==> src/rtl/osc_cal_pkg.sv <==
package osc_cal_pkg;
  localparam logic [1:0] ADDR_CTRL = 2'd0;
  localparam logic [1:0] ADDR_RDIV = 2'd1;
  localparam logic [1:0] ADDR_UPD  = 2'd2;
  localparam logic [1:0] ADDR_STAT = 2'd3;
  localparam int GO_BIT   = 0;
  localparam int DIV_LSB  = 1;
  localparam int DONE_BIT = 6;

  // calibration divider select -> division factor minus one (1,3,7,15)
  function automatic logic [3:0] div_last(input logic [1:0] sel);
    return 4'((2 << sel) - 1);
  endfunction

  // R value -> prescaler terminal count (R=0 treated as R=1)
  function automatic logic [13:0] r_last(input logic [13:0] r);
    return (r == 14'd0) ? 14'd0 : r - 14'd1;
  endfunction
endpackage

==> src/rtl/osc_cal_regs.sv <==
module osc_cal_regs
  import osc_cal_pkg::*;
#(
  parameter int DATA_W = 16,
  parameter int R_W    = 14
) (
  input  logic              clk,
  input  logic              rst_n,
  input  logic              wr_en,
  input  logic [1:0]        wr_addr,
  input  logic [DATA_W-1:0] wr_data,
  input  logic [1:0]        rd_addr,
  output logic [DATA_W-1:0] rd_data,
  input  logic              done_in,
  output logic              act_go,
  output logic [1:0]        act_div,
  output logic [R_W-1:0]    act_r
);
  logic [DATA_W-1:0] ctrl_stg, r_stg;
  logic              do_update;

  assign do_update = wr_en && (wr_addr == ADDR_UPD) && wr_data[0];

  always_ff @(posedge clk or negedge rst_n) begin
    if (!rst_n) begin
      ctrl_stg <= '0;
      r_stg    <= '0;
    end else if (wr_en) begin
      if (wr_addr == ADDR_CTRL) ctrl_stg <= wr_data;
      if (wr_addr == ADDR_RDIV) r_stg    <= wr_data;
    end
  end

  always_ff @(posedge clk or negedge rst_n) begin
    if (!rst_n) begin
      act_go  <= 1'b0;
      act_div <= '0;
      act_r   <= '0;
    end else if (do_update) begin
      act_go  <= ctrl_stg[GO_BIT];
      act_div <= ctrl_stg[DIV_LSB +: 2];
      act_r   <= r_stg[R_W-1:0];
    end
  end

  always_comb begin
    rd_data = '0;
    case (rd_addr)
      ADDR_CTRL: rd_data = ctrl_stg;
      ADDR_RDIV: rd_data = r_stg;
      ADDR_STAT: rd_data[DONE_BIT] = done_in;
      default:   rd_data = '0;
    endcase
  end
endmodule

==> src/rtl/osc_cal_tickgen.sv <==
module osc_cal_tickgen
  import osc_cal_pkg::*;
#(
  parameter int R_W = 14
) (
  input  logic           clk,
  input  logic           rst_n,
  input  logic           clr,
  input  logic           run,
  input  logic [R_W-1:0] r_val,
  input  logic [1:0]     div_sel,
  output logic           tick
);
  logic [R_W-1:0] pre;
  logic [3:0]     sub;
  logic [R_W-1:0] pre_end;
  logic [3:0]     sub_end;
  logic           pre_wrap;

  assign pre_end  = R_W'(r_last(14'(r_val)));
  assign sub_end  = div_last(div_sel);
  assign pre_wrap = (pre == pre_end);
  assign tick     = run && pre_wrap && (sub == sub_end);

  always_ff @(posedge clk or negedge rst_n) begin
    if (!rst_n) begin
      pre <= '0;
      sub <= '0;
    end else if (clr || !run) begin
      pre <= '0;
      sub <= '0;
    end else if (pre_wrap) begin
      pre <= '0;
      sub <= (sub == sub_end) ? 4'd0 : sub + 4'd1;
    end else begin
      pre <= pre + 1'b1;
    end
  end
endmodule

==> src/rtl/osc_cal_fsm.sv <==
module osc_cal_fsm #(
  parameter int CAL_TICKS = 4400,
  parameter int CODE_W    = 8
) (
  input  logic              clk,
  input  logic              rst_n,
  input  logic              act_go,
  input  logic              permit,
  input  logic              ref_ok,
  input  logic              tick,
  output logic              running,
  output logic              done,
  output logic [CODE_W-1:0] code,
  output logic              ev_start,
  output logic              ev_abort,
  output logic              ev_finish
);
  localparam int TC_W = $clog2(CAL_TICKS + 1);
  localparam logic [TC_W-1:0] LAST = TC_W'(CAL_TICKS - 1);

  logic            go_q;
  logic [TC_W-1:0] tcnt;

  assign ev_start  = act_go && !go_q && permit;
  assign ev_abort  = running && !ref_ok;
  assign ev_finish = running && ref_ok && tick && (tcnt == LAST);

  always_ff @(posedge clk or negedge rst_n) begin
    if (!rst_n) begin
      go_q    <= 1'b0;
      running <= 1'b0;
      done    <= 1'b0;
      tcnt    <= '0;
      code    <= '0;
    end else begin
      go_q <= act_go;
      if (ev_start) begin
        running <= 1'b1;
        done    <= 1'b0;
        tcnt    <= '0;
        code    <= '0;
      end else if (ev_abort) begin
        running <= 1'b0;
      end else if (running && tick) begin
        code <= code + 1'b1;
        tcnt <= tcnt + 1'b1;
        if (ev_finish) begin
          running <= 1'b0;
          done    <= 1'b1;
        end
      end
    end
  end
endmodule

==> src/rtl/osc_cal_seq.sv <==
module osc_cal_seq #(
  parameter int CAL_TICKS = 4400,
  parameter int R_W       = 14,
  parameter int DATA_W    = 16,
  parameter int CODE_W    = 8
) (
  input  logic              clk,
  input  logic              rst_n,
  input  logic              wr_en,
  input  logic [1:0]        wr_addr,
  input  logic [DATA_W-1:0] wr_data,
  input  logic [1:0]        rd_addr,
  output logic [DATA_W-1:0] rd_data,
  input  logic              ref_present,
  input  logic              holdover_auto,
  input  logic              outdiv_static,
  output logic              sync_req,
  output logic              cal_done,
  output logic [CODE_W-1:0] tune_code
);
  logic           act_go;
  logic [1:0]     act_div;
  logic [R_W-1:0] act_r;
  logic           permit, cal_tick, running;
  logic           cal_start, cal_abort, cal_finish;

  assign permit   = ref_present && !holdover_auto && !outdiv_static;
  assign sync_req = running;

  osc_cal_regs #(.DATA_W(DATA_W), .R_W(R_W)) u_regs (
    .clk(clk), .rst_n(rst_n), .wr_en(wr_en), .wr_addr(wr_addr),
    .wr_data(wr_data), .rd_addr(rd_addr), .rd_data(rd_data),
    .done_in(cal_done), .act_go(act_go), .act_div(act_div), .act_r(act_r)
  );

  osc_cal_tickgen #(.R_W(R_W)) u_tick (
    .clk(clk), .rst_n(rst_n), .clr(cal_start), .run(running),
    .r_val(act_r), .div_sel(act_div), .tick(cal_tick)
  );

  osc_cal_fsm #(.CAL_TICKS(CAL_TICKS), .CODE_W(CODE_W)) u_fsm (
    .clk(clk), .rst_n(rst_n), .act_go(act_go), .permit(permit),
    .ref_ok(ref_present), .tick(cal_tick), .running(running),
    .done(cal_done), .code(tune_code), .ev_start(cal_start),
    .ev_abort(cal_abort), .ev_finish(cal_finish)
  );
endmodule

==> config.mk <==
export PLATFORM = sky130hd
export DESIGN_NAME = osc_cal_seq
export DESIGN_NICKNAME = d
export VERILOG_FILES = /design/src/rtl/osc_cal_pkg.sv /design/src/rtl/osc_cal_regs.sv /design/src/rtl/osc_cal_tickgen.sv /design/src/rtl/osc_cal_fsm.sv /design/src/rtl/osc_cal_seq.sv
export SDC_FILE = /design/constraint.sdc
export NUM_CORES = 1
export LEC_CHECK = 0
export BUFFER_PORTS_ARGS = -buffer_cell sky130_fd_sc_hd__buf_4
export CAP_MARGIN = 10
export CORE_UTILIZATION = 50
export CTS_CLUSTER_DIAMETER = 30
export DETAILED_ROUTE_END_ITERATION = 6
export HOLD_SLACK_MARGIN = 0.08
export MAX_ROUTING_LAYER = met4
export PLACE_DENSITY_LB_ADDON = 0.25
export SLEW_MARGIN = 15
export SYNTH_ARGS = -nofsm -noshare
export SYNTH_HDL_FRONTEND = slang
export SYNTH_SLANG_ARGS = --single-unit
==> constraint.sdc <==
create_clock -name clk -period 4.5 [get_ports clk]
set_input_delay 0.9 -clock clk [delete_from_list [all_inputs] [get_ports clk]]
set_output_delay 0.9 -clock clk [all_outputs]
set_load 0.02 [all_outputs]
==> flow_summary.yaml, run 1 <==
yosys:
  async_reset_ff_frac: 1.00
  synth_enable_flop_cells: 0
  synthTopCellsByArea: "sky130_fd_sc_hd__dfrtp_1 46%, sky130_fd_sc_hd__mux2_2 12%, sky130_fd_sc_hd__mux2i_1 3.9%, sky130_fd_sc_hd__nor2_1 3.6%, sky130_fd_sc_hd__xnor2_1 3.4%"
  synth_seq_area_share: 0.461
  synth_top_cell_area_share: 0.461
  netlist_instances: 469
  synthesized_area_sq_um: 4940
  synth_warnings: 0
  postSynthRegisterBits: 91
  post-synth-top-count-cell: "sky130_fd_sc_hd__dfrtp_1"
  yosysUniqueCellTypes: 56
  syn_avg_cell_area_sq_um: 10.5
  synthesis.nets: 500
  netlist.top_cell.by_area: "sky130_fd_sc_hd__dfrtp_1"
  synthTopCellsByCount: "91 x sky130_fd_sc_hd__dfrtp_1, 52 x sky130_fd_sc_hd__mux2_2, 48 x sky130_fd_sc_hd__nor2_1"
  synth_ff_type: "sky130_fd_sc_hd__dfrtp_1"
finish:
  areaGrowthSynthToFinish_pct: 14.3
  fillers: 793
  drive_above_1_share: 0.246
  diodes: 0
  num-nets-final: 546
  post_layout_utilization_of_the_core: 0.600
critical_path:
  worst-endpoint-arrival_ns: 4.08
  timing.setup.critical_path_class: "flop to flop"
  timing.critical_path.cells: "inv_1, ha_1, nor4b_2, nand4_1, o311ai_0, o32ai_1, a311oi_2, nand4_2, buf_4, or4b_1, a21oi_1"
  timing.critical_path.fanout_max: 36
  cp.depth: 11
  cp-startpoint: "u_regs.act_r[0]$_DFFE_PN0P_"
  critical-path-top-delay-family: "simple AND/OR/NAND/NOR gates"
  crit_path_top_delay_cell: "sky130_fd_sc_hd__or4b_1"
  crit_path_start_kind: "flop"
  cells_on_worst_reg2reg_path: 11
  crit_required_ns: 4.77
  setup.reg_to_reg.worst_slack_ns: 0.70
  rr_startpoint: "u_regs.act_r[0]$_DFFE_PN0P_"
  crit_path_end: "u_fsm.tcnt[12]$_DFFE_PN0P_"
  crit_path_capture_type: "flop"
  worstReg2RegEnd: "u_fsm.tcnt[12]$_DFFE_PN0P_"
  cp_num_buf_inv: 2
  cp_slowest_stage_delay_ns: 0.53
sta:
  period_utilisation_layout: 0.845
  fin_setup_tns_ns: 0
  clock.fmax_ghz: 0.263
  rsz0062_at_grt: "no"
  drv_slew: 0
  timing_hold_violations_final: 0
  timing_worst_slew_pin_value_ns: 0.972
  post_route_clock_skew_ns: 0.0141
  timing.hold.ws_ns: 0.509
  setup_viol_count_final: 0
  period_needed_ns: 3.80
  max-slew-margin-rel: 0.349
  finalWorstSetupSlack_ns: 0.696
drt:
  avgViaCountPerCell: 5.93
  route.antenna.remaining_nets: 0
  number_of_violations_reported_at_the_end_of_detailed_routing_iteration_0: 198
  detail_route.wl_per_cell_microns: 16.9
  routed-via-count: 3849
  drt_wl_total_microns: 10900
  drt_drc_violations_left: 0
  drt_pre_antenna_iters: 4
floorplan:
  core_ar_sq_um: 9420
  floorplan.initialDensity: 0.524
  pin_count: 52
  die_height_microns: 101
  placementRows: 35
  die_width_microns: 101
  floorplan.die_area_sq_um: 10300
clocking:
  cts_buffers: 9
  postCtsSetupBuffers: 0
  cts_hold_buffers: 0
  ctsResizeCount: 0
  clk_pin_slew_ns: 0.10
  clkSinkCount: 91
  clockRootBuffer: "sky130_fd_sc_hd__clkbuf_8"
  cts_buffer_depth: 2
  cts-htree-levels: 3
  cts_tree: "yes"
  clkLatencyLatePin_ns: 0.35
placed_design:
  io_buffers: 51
  gp_congestion: 0.876
  dpl.hpwl_microns: 7720
  detailedPlace.worstSlack_ns: 0.821
global_route:
  global_route.usage.total: 0.241
  antenna_found_initial: 0
  global_route.overflow_total: 0
  grt_pass1_wl_microns: 18700
  grt_max_degree: 65
  first_global_vias: 3760
power:
  power.internal_mw: 1.53
  p_per_area_nw_per_um2: 403
  sequential_fraction_of_design_power: 0.472
  share_comb_of_total_power: 0.254
  clkPwrFrac: 0.274
  total_switching_power_mw: 0.749
  vdd_ir_drop_max_mv: 0.246
  power.switching_fraction: 0.329
  leakagePower_nw: 2.36
flow_run:
  max-cap-violations: 0
run_status:
  status: "complete, no violations"
worst_hold_path:
  hp-class: "flop to flop"
-- how the worst min path moves through the flow --
stage / start / to / cells past startpoint
after floorplan: u_regs.act_go$_DFFE_PN0P_ / u_fsm.go_q$_DFF_PN0_ / 0
after global routing: u_regs.act_go$_DFFE_PN0P_ / u_fsm.go_q$_DFF_PN0_ / 0
final: u_regs.act_go$_DFFE_PN0P_ / u_fsm.go_q$_DFF_PN0_ / 0
after detailed placement: u_regs.act_go$_DFFE_PN0P_ / u_fsm.go_q$_DFF_PN0_ / 0
after CTS: u_regs.act_go$_DFFE_PN0P_ / u_fsm.go_q$_DFF_PN0_ / 0
after global placement: u_regs.act_go$_DFFE_PN0P_ / u_fsm.go_q$_DFF_PN0_ / 0
-- power by group through the flow --
stage	clock network, mW	logic [mW]	registers (mW)
finish	0.625	0.578	1.07
global route	0.676	0.638	1.09
CTS	0.638	0.580	1.07
detailed placement	0	0.574	1.09
global placement	0	0.568	1.08
floorplan	0	0.457	1.02
-- worst register-to-register path, stage by stage, from the launching register on --
cell	delay, ns
sky130_fd_sc_hd__dfrtp_1	0.44
sky130_fd_sc_hd__inv_1	0.12
sky130_fd_sc_hd__ha_1	0.29
sky130_fd_sc_hd__nor4b_2	0.47
sky130_fd_sc_hd__nand4_1	0.41
sky130_fd_sc_hd__o311ai_0	0.45
sky130_fd_sc_hd__o32ai_1	0.22
sky130_fd_sc_hd__a311oi_2	0.24
sky130_fd_sc_hd__nand4_2	0.14
sky130_fd_sc_hd__buf_4	0.26
sky130_fd_sc_hd__or4b_1	0.55
sky130_fd_sc_hd__a21oi_1	0.17
-- layout by cell type, fill, tap and decap left out, types with 8 or more instances in the layout --
cell type                  count
sky130_fd_sc_hd__buf_4        54
sky130_fd_sc_hd__dfrtp_1      91
sky130_fd_sc_hd__a21oi_1      20
sky130_fd_sc_hd__or4_1        11
sky130_fd_sc_hd__o21ai_1       8
sky130_fd_sc_hd__nand4_1      11
sky130_fd_sc_hd__or3_1        10
sky130_fd_sc_hd__o31ai_1      13
sky130_fd_sc_hd__mux2_2       52
sky130_fd_sc_hd__nand3_1      20
sky130_fd_sc_hd__nor3_1        9
sky130_fd_sc_hd__and3_1       10
sky130_fd_sc_hd__xnor2_1      19
sky130_fd_sc_hd__clkbuf_8      9
sky130_fd_sc_hd__xor2_1        8
sky130_fd_sc_hd__inv_1        12
sky130_fd_sc_hd__mux2i_1      19
sky130_fd_sc_hd__nand2_1      17
sky130_fd_sc_hd__nor2_1       48
-- cells by family after synthesis --
group,Yosys count,synth area share
DFF,91,0.461
xor gates and xnor gates,27,0.0479
and+or+nand+nor,168,0.189
buffers and inverters,31,0.0266
AOI/OAI and AO/OA,76,0.106
muxes,71,0.157
adders and majority gates,5,0.0127
-- per-layer routing --
metal	track usage	wire length, microns
met5	-	0
met4	0.0814	131
met3	0.0345	465
met2	0.357	4980
met1	0.340	5370
-- area by class of cell --
class                   instances  area (sq um)  share of cell area
repair buffers                 54           405              0.0718
clock inverters                 6          95.1              0.0168
inverters                      12          45.0             0.00798
well taps                     129           161              0.0286
flip-flops and latches         91          2280               0.403
clock buffers                  10           128              0.0226
multi-input cells             347          2530               0.449
-- registers in the layout, indices dropped and copies added (netlist names), 2 cells and up --
name / flops
u_regs.r_stg: 16
u_tick.pre: 14
u_tick.sub: 4
u_regs.act_div: 2
u_fsm.code: 8
u_regs.act_r: 14
u_fsm.tcnt: 13
u_regs.ctrl_stg: 16
-- stage by stage --
stage	power, mW	cells	instance area [sq um]
finish	2.28	649	5650
global route	2.41	649	5650
CTS	2.29	649	5650
detailed placement	1.66	633	5420
global placement	1.65	633	5420
floorplan	1.48	469	4940
Power figures use the tool's default switching activity.
==> run 2, diff against run 1 <==
==> constraint.sdc (replaced) <==
create_clock -name clk -period 3.1 [get_ports clk]
set_input_delay 0.62 -clock clk [delete_from_list [all_inputs] [get_ports clk]]
set_output_delay 0.62 -clock clk [all_outputs]
set_load 0.02 [all_outputs]
==> run 2 against run 1 <==
- via count is 4.8% higher
- design area is 8.4% higher
- clock power is 58% higher
- wire length is 7.1% higher
- the flow now finishes with violations (negative setup slack)
- maximum frequency is 21% higher
==> flow_summary.yaml, run 2 (synthesis results as in run 1) <==
critical_path:
  cp-startpoint: "u_regs.act_r[0]$_DFFE_PN0P_"
  crit_path_capture_type: "flop"
  rr_startpoint: "u_regs.act_r[0]$_DFFE_PN0P_"
  worst-endpoint-arrival_ns: 3.43
  timing.setup.critical_path_class: "flop to flop"
  cells_on_worst_reg2reg_path: 10
  crit_path_start_kind: "flop"
  setup.reg_to_reg.worst_slack_ns: -0.04
  crit_path_end: "u_fsm.tcnt[12]$_DFFE_PN0P_"
  worstReg2RegEnd: "u_fsm.tcnt[12]$_DFFE_PN0P_"
  crit_required_ns: 3.39
  timing.critical_path.fanout_max: 23
global_route:
  first_global_vias: 3954
  grt_max_degree: 57
  grt_pass1_wl_microns: 19300
  antenna_found_initial: 0
  global_route.usage.total: 0.252
  global_route.overflow_total: 0
finish:
  final_common_cell: "sky130_fd_sc_hd__buf_4"
  areaGrowthSynthToFinish_pct: 23.9
  seq_area_sq_um: 2280
  post_layout_utilization_of_the_core: 0.650
  drive_above_1_share: 0.333
  top_library_cells_by_usage_in_the_layout_fill_and_taps_aside: "90 x sky130_fd_sc_hd__buf_4, 89 x sky130_fd_sc_hd__dfrtp_1, 52 x sky130_fd_sc_hd__mux2_2"
  fillers: 758
  multi_input_comb_area_sq_um: 2640
  diodes: 0
  num-nets-final: 586
  final_area_sq_um: 6120
  top_regs: "u_regs.ctrl_stg: 16 flops, u_regs.r_stg: 16 flops"
  layoutNonFillerInstCount: 688
drt:
  avgViaCountPerCell: 5.86
  drt_pre_antenna_iters: 5
  drt_drc_violations_left: 0
  detail_route.wl_per_cell_microns: 17.0
  drt_wl_total_microns: 11700
  number_of_violations_reported_at_the_end_of_detailed_routing_iteration_0: 177
  route.antenna.remaining_nets: 0
  routed-via-count: 4035
placed_design:
  io_buffers: 51
  detailedPlace.worstSlack_ns: -0.159
  dp_cells: 669
  placedInstanceArea_sq_um: 5770
  dpl.hpwl_microns: 8220
  gp_congestion: 0.928
worst_hold_path:
  hp-class: "input port to asynchronous set/reset pin"
clocking:
  clkSinkCount: 91
  cts_buffers: 9
  cts_buffer_depth: 2
  clkLatencyLatePin_ns: 0.36
  cts_tree: "yes"
  cts-htree-levels: 3
  clockRootBuffer: "sky130_fd_sc_hd__clkbuf_8"
  clk_pin_slew_ns: 0.10
sta:
  finalWorstSetupSlack_ns: -0.0433
  period_utilisation_layout: 1.01
  rsz0062_at_grt: "yes"
  timing_hold_violations_final: 0
  clock.fmax_ghz: 0.318
  period_needed_ns: 3.14
  post_route_clock_skew_ns: 0.0123
  timing.hold.ws_ns: 0.212
  max-slew-margin-rel: 0.401
  setup_viol_count_final: 11
  timing_worst_slew_pin_value_ns: 0.896
  drv_slew: 0
  fin_setup_tns_ns: -0.280
floorplan:
  die_width_microns: 101
  floorplan.initialDensity: 0.524
  pin_count: 52
  placementRows: 35
  floorplan.die_area_sq_um: 10300
  core_ar_sq_um: 9420
  die_height_microns: 101
power:
  p_per_area_nw_per_um2: 607
  leakagePower_nw: 2.61
  power_mw: 3.71
  vdd_ir_drop_max_mv: 0.370
flow_run:
  max-cap-violations: 0
run_status:
  status: "finished, violations left"
  violated_checks: "negative setup slack"
run 2: cell type report:
type,instances,area share
Clock inverter,6,0.0184
Inverter,12,0.00736
Clock buffer,9,0.0202
Sequential cell,91,0.373
Tap cell,129,0.0264
Timing Repair Buffer,94,0.124
Multi-Input combinational cell,347,0.431
run 2: critical path, cell delays in order (launching register included):
cell and delay [ns]:
sky130_fd_sc_hd__dfrtp_1 0.40, sky130_fd_sc_hd__buf_4 0.16, sky130_fd_sc_hd__or3_4 0.37, sky130_fd_sc_hd__or4_4 0.54
sky130_fd_sc_hd__a211oi_4 0.22, sky130_fd_sc_hd__o32ai_2 0.13, sky130_fd_sc_hd__a311oi_2 0.23, sky130_fd_sc_hd__nand4_2 0.17
sky130_fd_sc_hd__buf_12 0.19, sky130_fd_sc_hd__or4b_1 0.50, sky130_fd_sc_hd__a21oi_1 0.16
run 2: worst min-delay path by stage:
stage                                           end  slack (ns)  depth (start not counted)
after global placement         u_fsm.go_q$_DFF_PN0_        0.46                          0
after floorplan           u_fsm.code[0]$_DFFE_PN0P_        0.32                          0
final                       u_tick.pre[8]$_DFF_PN0_        0.21                          1
after CTS                   u_tick.pre[8]$_DFF_PN0_        0.23                          1
after global routing        u_tick.pre[8]$_DFF_PN0_        0.24                          1
after detailed placement       u_fsm.go_q$_DFF_PN0_        0.47                          0
run 2: per-layer routing:
metal	track usage	vias up	share of wire
li1	-	1923	-
met2	0.386	111	0.47
met5	-	-	0
met1	0.339	1977	0.47
met3	0.0442	24	0.041
met4	0.0847	0	0.019
run 2: what timing repair did:
action,CTS,global route
pin swaps,2,1
setup endpoints to repair,19,38
resized for setup,9,10
buffers inserted,4,0
gates cloned,0,0
hold buffers,0,0
run 2: where the power goes:
group	internal [mW]	leakage (nW)	switching, mW
Combinational	0.630	1.32	0.608
Sequential	1.35	1.17	0.138
Clock	0.536	0.120	0.452
Total	2.52	2.61	1.20
